**src/rtl/s64_pkg.sv**
```systemverilog
package s64_pkg;

    typedef enum logic {W_EMPTY, W_HELD} wr_state_e;
    typedef enum logic {R_EMPTY, R_HELD} rd_state_e;

    localparam int SRST_BIT = 31;

    // word seen at a given half address for the selected order
    function automatic logic [31:0] word_at(input logic [63:0] v,
                                            input logic hi_addr,
                                            input logic swap);
        return (hi_addr ^ swap) ? v[31:0] : v[63:32];
    endfunction

    // assemble a 64-bit value from the lower-address and higher-address words
    function automatic logic [63:0] join_words(input logic [31:0] w_lo_addr,
                                               input logic [31:0] w_hi_addr,
                                               input logic swap);
        return swap ? {w_hi_addr, w_lo_addr} : {w_lo_addr, w_hi_addr};
    endfunction

endpackage

```
**src/rtl/s64_write_stager.sv**
```systemverilog
module s64_write_stager
    import s64_pkg::*;
#(
    parameter int IDX_W = 5
) (
    input  logic             clk,
    input  logic             rst_n,
    input  logic             wr_i,
    input  logic             half_i,
    input  logic             in_range_i,
    input  logic [IDX_W-1:0] idx_i,
    input  logic [31:0]      wdata_i,
    input  logic             swap_i,
    output logic             commit_o,
    output logic [IDX_W-1:0] commit_idx_o,
    output logic [63:0]      commit_data_o
);
    wr_state_e   state_q, state_d;
    logic [31:0] stage_q, stage_d;
    logic        wr_ok;

    assign wr_ok = wr_i && in_range_i;

    always_ff @(posedge clk) begin
        if (!rst_n) begin
            state_q <= W_EMPTY;
            stage_q <= '0;
        end else begin
            state_q <= state_d;
            stage_q <= stage_d;
        end
    end

    always_comb begin
        state_d = state_q;
        stage_d = stage_q;
        unique case (state_q)
            W_EMPTY: begin
                if (wr_ok && !half_i) begin
                    stage_d = wdata_i;
                    state_d = W_HELD;
                end
            end
            W_HELD: begin
                if (wr_ok && !half_i) begin
                    stage_d = wdata_i;
                end else if (wr_ok && half_i) begin
                    stage_d = '0;
                    state_d = W_EMPTY;
                end
            end
        endcase
    end

    always_comb begin
        commit_o      = wr_ok && half_i;
        commit_idx_o  = idx_i;
        commit_data_o = join_words(stage_q, wdata_i, swap_i);
    end

    // a commit leaves nothing staged for the next one
    a_r5_stage_cleared: assert property (@(posedge clk) disable iff (!rst_n)
        commit_o |=> (state_q == W_EMPTY && stage_q == 32'd0));

    // a lower-word write always leaves a staged word behind
    a_r2_stage_taken: assert property (@(posedge clk) disable iff (!rst_n)
        (wr_ok && !half_i) |=> (state_q == W_HELD && stage_q == $past(wdata_i)));

endmodule

```
**src/rtl/s64_read_latch.sv**
```systemverilog
module s64_read_latch
    import s64_pkg::*;
#(
    parameter int IDX_W = 5
) (
    input  logic             clk,
    input  logic             rst_n,
    input  logic             rd_i,
    input  logic             half_i,
    input  logic             in_range_i,
    input  logic [IDX_W-1:0] idx_i,
    input  logic [63:0]      live_i,
    input  logic             swap_i,
    input  logic             flush_i,
    output logic [31:0]      rdata_o,
    output logic             rvalid_o
);
    rd_state_e        state_q, state_d;
    logic [IDX_W-1:0] held_idx_q, held_idx_d;
    logic [31:0]      held_word_q, held_word_d;
    logic [31:0]      rdata_q, rdata_d;
    logic             rvalid_q;

    always_ff @(posedge clk) begin
        if (!rst_n) begin
            state_q     <= R_EMPTY;
            held_idx_q  <= '0;
            held_word_q <= '0;
            rdata_q     <= '0;
            rvalid_q    <= 1'b0;
        end else begin
            state_q     <= state_d;
            held_idx_q  <= held_idx_d;
            held_word_q <= held_word_d;
            rdata_q     <= rdata_d;
            rvalid_q    <= rd_i;
        end
    end

    always_comb begin
        state_d     = state_q;
        held_idx_d  = held_idx_q;
        held_word_d = held_word_q;
        rdata_d     = rdata_q;
        if (rd_i) begin
            if (!in_range_i) begin
                rdata_d = '0;
            end else if (!half_i) begin
                rdata_d     = word_at(live_i, 1'b0, swap_i);
                held_word_d = word_at(live_i, 1'b1, swap_i);
                held_idx_d  = idx_i;
                state_d     = R_HELD;
            end else begin
                unique case (state_q)
                    R_EMPTY: rdata_d = word_at(live_i, 1'b1, swap_i);
                    R_HELD:  rdata_d = (held_idx_q == idx_i) ? held_word_q
                                                             : word_at(live_i, 1'b1, swap_i);
                endcase
                state_d = R_EMPTY;
            end
        end
        if (flush_i) begin
            state_d = R_EMPTY;
        end
    end

    assign rdata_o  = rdata_q;
    assign rvalid_o = rvalid_q;

    // a lower-word read always leaves a snapshot held
    a_r8_snapshot_held: assert property (@(posedge clk) disable iff (!rst_n)
        (rd_i && in_range_i && !half_i && !flush_i) |=> (state_q == R_HELD));

    // the held half is the other half of the register at snapshot time
    a_r7_held_word: assert property (@(posedge clk) disable iff (!rst_n)
        (rd_i && in_range_i && !half_i) |=> (held_word_q == word_at($past(live_i), 1'b1, $past(swap_i))));

endmodule

```
**src/rtl/s64_reg_bank.sv**
```systemverilog
module s64_reg_bank
    import s64_pkg::*;
#(
    parameter int NUM_REGS = 4,
    parameter int IDX_W    = 5
) (
    input  logic                clk,
    input  logic                rst_n,
    input  logic                commit_i,
    input  logic [IDX_W-1:0]    commit_idx_i,
    input  logic [63:0]         commit_data_i,
    input  logic [NUM_REGS-3:0] inc_i,
    input  logic [IDX_W-1:0]    rd_idx_i,
    output logic [63:0]         live_o,
    output logic [63:0]         cfg_o,
    output logic                soft_now_o,
    output logic                soft_rst_o
);
    localparam int NUM_CNT = NUM_REGS - 2;
    localparam int SEL_W   = (NUM_REGS > 1) ? $clog2(NUM_REGS) : 1;
    localparam int VIEW_N  = 1 << SEL_W;

    logic [63:0] cfg_q, scratch_q;
    logic [63:0] cnt_q [NUM_CNT];
    logic [63:0] view  [VIEW_N];
    logic        soft_q;
    logic        soft_now;

    assign soft_now = commit_i && (commit_idx_i == '0) && commit_data_i[SRST_BIT];

    always_ff @(posedge clk) begin
        if (!rst_n) begin
            cfg_q     <= '0;
            scratch_q <= '0;
            soft_q    <= 1'b0;
        end else begin
            soft_q <= soft_now;
            if (soft_now) begin
                cfg_q     <= '0;
                scratch_q <= '0;
            end else if (commit_i && commit_idx_i == IDX_W'(0)) begin
                cfg_q <= commit_data_i & ~(64'd1 << SRST_BIT);
            end else if (commit_i && commit_idx_i == IDX_W'(1)) begin
                scratch_q <= commit_data_i;
            end
        end
    end

    for (genvar k = 0; k < NUM_CNT; k++) begin : g_cnt
        logic load_hit;
        assign load_hit = commit_i && (commit_idx_i == IDX_W'(k + 2));

        always_ff @(posedge clk) begin
            if (!rst_n) begin
                cnt_q[k] <= '0;
            end else if (soft_now) begin
                cnt_q[k] <= '0;
            end else if (load_hit) begin
                cnt_q[k] <= commit_data_i;
            end else if (inc_i[k]) begin
                cnt_q[k] <= cnt_q[k] + 64'd1;
            end
        end

        // one step per enabled cycle, carry included
        a_r9_count_step: assert property (@(posedge clk) disable iff (!rst_n)
            (!load_hit && !soft_now && inc_i[k]) |=> (cnt_q[k] == $past(cnt_q[k]) + 64'd1));
    end

    always_comb begin
        for (int i = 0; i < VIEW_N; i++) begin
            view[i] = '0;
        end
        view[0] = cfg_q;
        view[1] = scratch_q;
        for (int i = 0; i < NUM_CNT; i++) begin
            view[i + 2] = cnt_q[i];
        end
    end

    assign live_o     = (int'(rd_idx_i) < NUM_REGS) ? view[rd_idx_i[SEL_W-1:0]] : '0;
    assign cfg_o      = cfg_q;
    assign soft_now_o = soft_now;
    assign soft_rst_o = soft_q;

    // soft reset pulse comes with a cleared bank
    a_r6_soft_clears: assert property (@(posedge clk) disable iff (!rst_n)
        soft_now |=> (soft_q && cfg_q == 64'd0 && scratch_q == 64'd0));

    // without a commit the plain register holds
    a_r2_scratch_holds: assert property (@(posedge clk) disable iff (!rst_n)
        !commit_i |=> $stable(scratch_q));

endmodule

```
**src/rtl/split64_reg_bridge.sv**
```systemverilog
module split64_reg_bridge
    import s64_pkg::*;
#(
    parameter int NUM_REGS = 4,
    parameter int ADDR_W   = 6
) (
    input  logic                clk,
    input  logic                rst_n,
    input  logic [ADDR_W-1:0]   bus_word_addr,
    input  logic                bus_wr,
    input  logic                bus_rd,
    input  logic [31:0]         bus_wdata,
    output logic [31:0]         bus_rdata,
    output logic                bus_rvalid,
    input  logic                word_swap,
    input  logic [NUM_REGS-3:0] cnt_inc,
    output logic [63:0]         cfg_value,
    output logic                soft_rst
);
    localparam int IDX_W = ADDR_W - 1;

    logic             half;
    logic [IDX_W-1:0] idx;
    logic             in_range;
    logic             commit;
    logic [IDX_W-1:0] commit_idx;
    logic [63:0]      commit_data;
    logic [63:0]      live;
    logic             soft_now;

    assign half     = bus_word_addr[0];
    assign idx      = bus_word_addr[ADDR_W-1:1];
    assign in_range = int'(idx) < NUM_REGS;

    s64_write_stager #(.IDX_W(IDX_W)) stager_i (
        .clk           (clk),
        .rst_n         (rst_n),
        .wr_i          (bus_wr),
        .half_i        (half),
        .in_range_i    (in_range),
        .idx_i         (idx),
        .wdata_i       (bus_wdata),
        .swap_i        (word_swap),
        .commit_o      (commit),
        .commit_idx_o  (commit_idx),
        .commit_data_o (commit_data)
    );

    s64_reg_bank #(.NUM_REGS(NUM_REGS), .IDX_W(IDX_W)) bank_i (
        .clk           (clk),
        .rst_n         (rst_n),
        .commit_i      (commit),
        .commit_idx_i  (commit_idx),
        .commit_data_i (commit_data),
        .inc_i         (cnt_inc),
        .rd_idx_i      (idx),
        .live_o        (live),
        .cfg_o         (cfg_value),
        .soft_now_o    (soft_now),
        .soft_rst_o    (soft_rst)
    );

    s64_read_latch #(.IDX_W(IDX_W)) reader_i (
        .clk        (clk),
        .rst_n      (rst_n),
        .rd_i       (bus_rd),
        .half_i     (half),
        .in_range_i (in_range),
        .idx_i      (idx),
        .live_i     (live),
        .swap_i     (word_swap),
        .flush_i    (soft_now),
        .rdata_o    (bus_rdata),
        .rvalid_o   (bus_rvalid)
    );

    // read data valid exactly one cycle after the strobe
    a_r10_rvalid_follows: assert property (@(posedge clk) disable iff (!rst_n)
        bus_rd |=> bus_rvalid);
    a_r10_rvalid_idle: assert property (@(posedge clk) disable iff (!rst_n)
        !bus_rd |=> !bus_rvalid);

    // an out-of-range read returns zero
    a_r11_range_zero: assert property (@(posedge clk) disable iff (!rst_n)
        (bus_rd && !in_range) |=> (bus_rdata == 32'd0));

endmodule

```
**config.mk**
```make
export PLATFORM = sky130hd
export DESIGN_NAME = split64_reg_bridge
export DESIGN_NICKNAME = d
export VERILOG_FILES = /design/src/rtl/s64_pkg.sv /design/src/rtl/s64_write_stager.sv /design/src/rtl/s64_read_latch.sv /design/src/rtl/s64_reg_bank.sv /design/src/rtl/split64_reg_bridge.sv
export SDC_FILE = /design/constraint.sdc
export NUM_CORES = 1
export LEC_CHECK = 0
export BUFFER_PORTS_ARGS = -buffer_cell sky130_fd_sc_hd__buf_4
export CORE_UTILIZATION = 61
export DETAILED_ROUTE_END_ITERATION = 12
export PLACE_DENSITY = 0.9
export SLEW_MARGIN = 5
export SYNTH_ARGS = -nofsm -noshare
export SYNTH_HDL_FRONTEND = slang
export SYNTH_SLANG_ARGS = --single-unit
```
**constraint.sdc**
```tcl
create_clock -name clk -period 3.9 [get_ports clk]
set_input_delay 0.195 -clock clk [delete_from_list [all_inputs] [get_ports clk]]
set_output_delay 0.195 -clock clk [all_outputs]
set_load 0.1 [all_outputs]
```
==> run_results.csv <==
group,metric,value,unit
run_status,status,"completed",
clock_network,cts_buffer_depth,3,
route,wire_per_inst,26.00,µm
critical_path,critPathRequiredTime,4.12,ns
clock_network,htreeDepth,2,
floorplan,row_count,65,
floorplan,coreArea,31880,µm²
clock_network,clockRootBuffer,"clkbuf_16",
place,place_congestion,0.8910,
floorplan,die_x,182.8,µm
logic_synthesis,async_reset_ff_frac,0,
floorplan,fp.dieH,182.8,µm
cells_and_area,drive_gt1_frac,0.1907,
route,vias,17520,
critical_path,critPathArrivalTime,3.35,ns
floorplan,start_util,0.6254,
timing,tightestPinTransition,1.368,ns
power,powerDensity,382.1,nW/µm²
global_route,grt_pass1_wl,96510,µm
logic_synthesis,synth.largest_area_cell,"dfxtp_1",
critical_path,cp-start-kind,"register",
clock_network,post-cts-setup-buffers,0,
global_route,track_usage,0.3692,
global_route,antenna_found_initial,3,
place,dp_hpwl,38400,µm
logic_synthesis,postSynthCellCount,1855,
logic_synthesis,synth_area,19940,µm²
timing,clock.fmax,0.3192,GHz
place,dp.cells,2298,
clock_network,cts_sinks,360,
logic_synthesis,yosysWarnings,0,
timing,skew,0.02633,ns
route,ant_nets,0,
route,route.detailed.drc,0,
global_route,grt_pass1_vias,16950,
cells_and_area,final_util,0.7146,
place,port_buffers,141,
logic_synthesis,synth.distinct_cells,55,
power,vdd_ir_drop_max,0.3396,mV
timing,maxSlewViolCount,0,
min_path,min_path_type,"primary input to register",
critical_path,end_kind,"register",
cells_and_area,multi_input_area,10740,µm²
cells_and_area,fillCellCount,1996,
route,wl,62300,µm
cells_and_area,diodes,0,
logic_synthesis,yosysSeqAreaShare,0.4258,
clock_network,cts_made_buffers,37,
power,leakage,8.380,nW
cells_and_area,nNetsFinal,1979,
logic_synthesis,synth_ff_type,"dfxtp_1",
cells_and_area,area_delta_synth_final,14.27,%
timing,tns,0,ns
timing,fin_crit_sh,0.8033,
clock_network,cts_tree,"done",
critical_path,cp_max_fo,11,
critical_path,path_class,"register to register",
timing,relSlewSlack,0.08829,
logic_synthesis,synth_area_leaders,"dfxtp_1 23%, edfxtp_1 19%, mux4_2 13%",
timing,rsz0062_at_grt,"false",
logic_synthesis,ys_seq_elements,360,
timing,hold_violations,0,
route,drt_first_pass_iters,8,
clock_network,clock_latency,0.55,ns
logic_synthesis,synth_top_area_frac,0.2330,
job,max_cap_viol_count,0,
clock_network,cts.clk_slew.worst_paths,0.07,ns
logic_synthesis,synth_common_cells,"232 x dfxtp_1, 185 x nor2_1, 128 x edfxtp_1, 128 x o22ai_1, 127 x a211oi_1",
global_route,grt_max_degree,129,
logic_synthesis,synth_edf_count,128,
cells_and_area,seq_area,8488,µm²
route,drt-vias-per-instance,7.313,
route,drtIter0Drc,2547,
floorplan,pin_count,143,
global_route,overflow,0,
timing,setup_viol,0,
logic_synthesis,syn_nets,1902,
floorplan,die-area,33410,µm²
cells_and_area,final_cells,2396,
timing,period_minus_slack,3.133,ns
logic_synthesis,avgSynthCellArea,10.75,µm²
logic_synthesis,yosysMostFrequentCell,"dfxtp_1",
-- cells in the final DEF, fill, tap and decap left out, types with 37 or more instances in the layout --
master       n
a211oi_1   127
buf_4      162
clkbuf_16   39
dfxtp_1    232
edfxtp_1   128
mux2i_1    124
mux4_2     115
nand2_1    108
nand3_1     42
nand4_1     54
nor2_1     184
nor2b_1     38
o21ai_0     37
o22ai_1    128
xnor2_1     47
xor2_1      82
-- logic make-up (layout without fill, tap and decap cells) --
kind of cell	after synthesis	after routing	synth area share
flops	360	360	0.4258
other cells	1	1	0.0001881
xor+xnor	129	129	0.05667
fa+ha+maj	2	2	0.001255
compound gates	405	405	0.1480
simple gates	537	537	0.1361
mux	240	240	0.1927
buf+inv	181	287	0.03922
-- power by group --
| group | internal (mW) | switching [mW] | leakage (nW) |
|---|---|---|---|
| Clock | 2.09 | 1.54 | 0.606 |
| Combinational | 0.365 | 0.532 | 4.48 |
| Sequential | 4.01 | 0.172 | 3.29 |
-- repair_timing --
item / 4_1_cts / 5_1_grt
endpoints found under the hold margin: 30 / 0
hold buffers: 30 / 0
resized for setup: 0 / 0
-- layout make-up --
| cell class | count | share of cell area |
|---|---|---|
| Clock inverter | 18 | 0.007250 |
| Sequential cell | 360 | 0.3726 |
| Timing Repair Buffer | 204 | 0.07651 |
| Clock buffer | 50 | 0.04597 |
| Inverter | 15 | 0.002472 |
| Multi-Input combinational cell | 1314 | 0.4713 |
| Tap cell | 435 | 0.02389 |
-- registers in the layout, summed over array words and instances (netlist names), 5 cells and up, named ones only --
| name | flops |
|---|---|
| bank_i.cfg_o | 63 |
| bank_i.cnt_q | 128 |
| bank_i.scratch_q | 64 |
| reader_i.held_idx_q | 5 |
| reader_i.held_word_q | 32 |
| reader_i.rdata_o | 32 |
| stager_i.stage_q | 32 |
-- path summary, 6_finish.rpt --
check                         endpoint  cells past startpoint  slack [ns]            startpoint
hold / removal    stager_i.stage_q[23]                      3        0.02         bus_wdata[23]
setup reg to reg   bank_i.cnt_q[1][33]                      7        0.77   bank_i.cnt_q[1][13]
setup / recovery   bank_i.cnt_q[1][33]                      7        0.77   bank_i.cnt_q[1][13]
hold reg to reg   reader_i.rdata_o[27]                      1        0.47  reader_i.rdata_o[27]
-- worst max-delay path, stage by stage (launching register included) --
cell,delay (ns)
edfxtp_1,0.49
and4_1,0.39
nand2_1,0.26
nor4_4,0.87
buf_4,0.40
nand3_1,0.12
xor2_1,0.18
o22ai_1,0.09
-- layer usage --
layer | global-route usage | vias up | wire length, µm
met5 | 0 | - | 40
met4 | 0.1727 | 6 | 3133
met3 | 0.1007 | 333 | 9160
met2 | 0.5739 | 1517 | 28080
met1 | 0.4825 | 8344 | 21890
li1 | - | 7323 | -
-- metrics by stage --
step | area (µm²) | hold slack (ns) | total power [mW] | setup WS [ns]
after floorplan | 19940 | 0.3447 | 4.815 | 0.2669
after global placement | 21270 | 0.4558 | 5.038 | 0.9287
after detailed placement | 21270 | 0.4645 | 5.083 | 0.7779
after CTS | 22780 | 0.01303 | 8.631 | 0.9679
after global routing | 22780 | 0.03500 | 8.844 | 0.7276
final | 22780 | 0.02211 | 8.704 | 0.7670
Note: power is estimated with default switching activity, not from simulation.
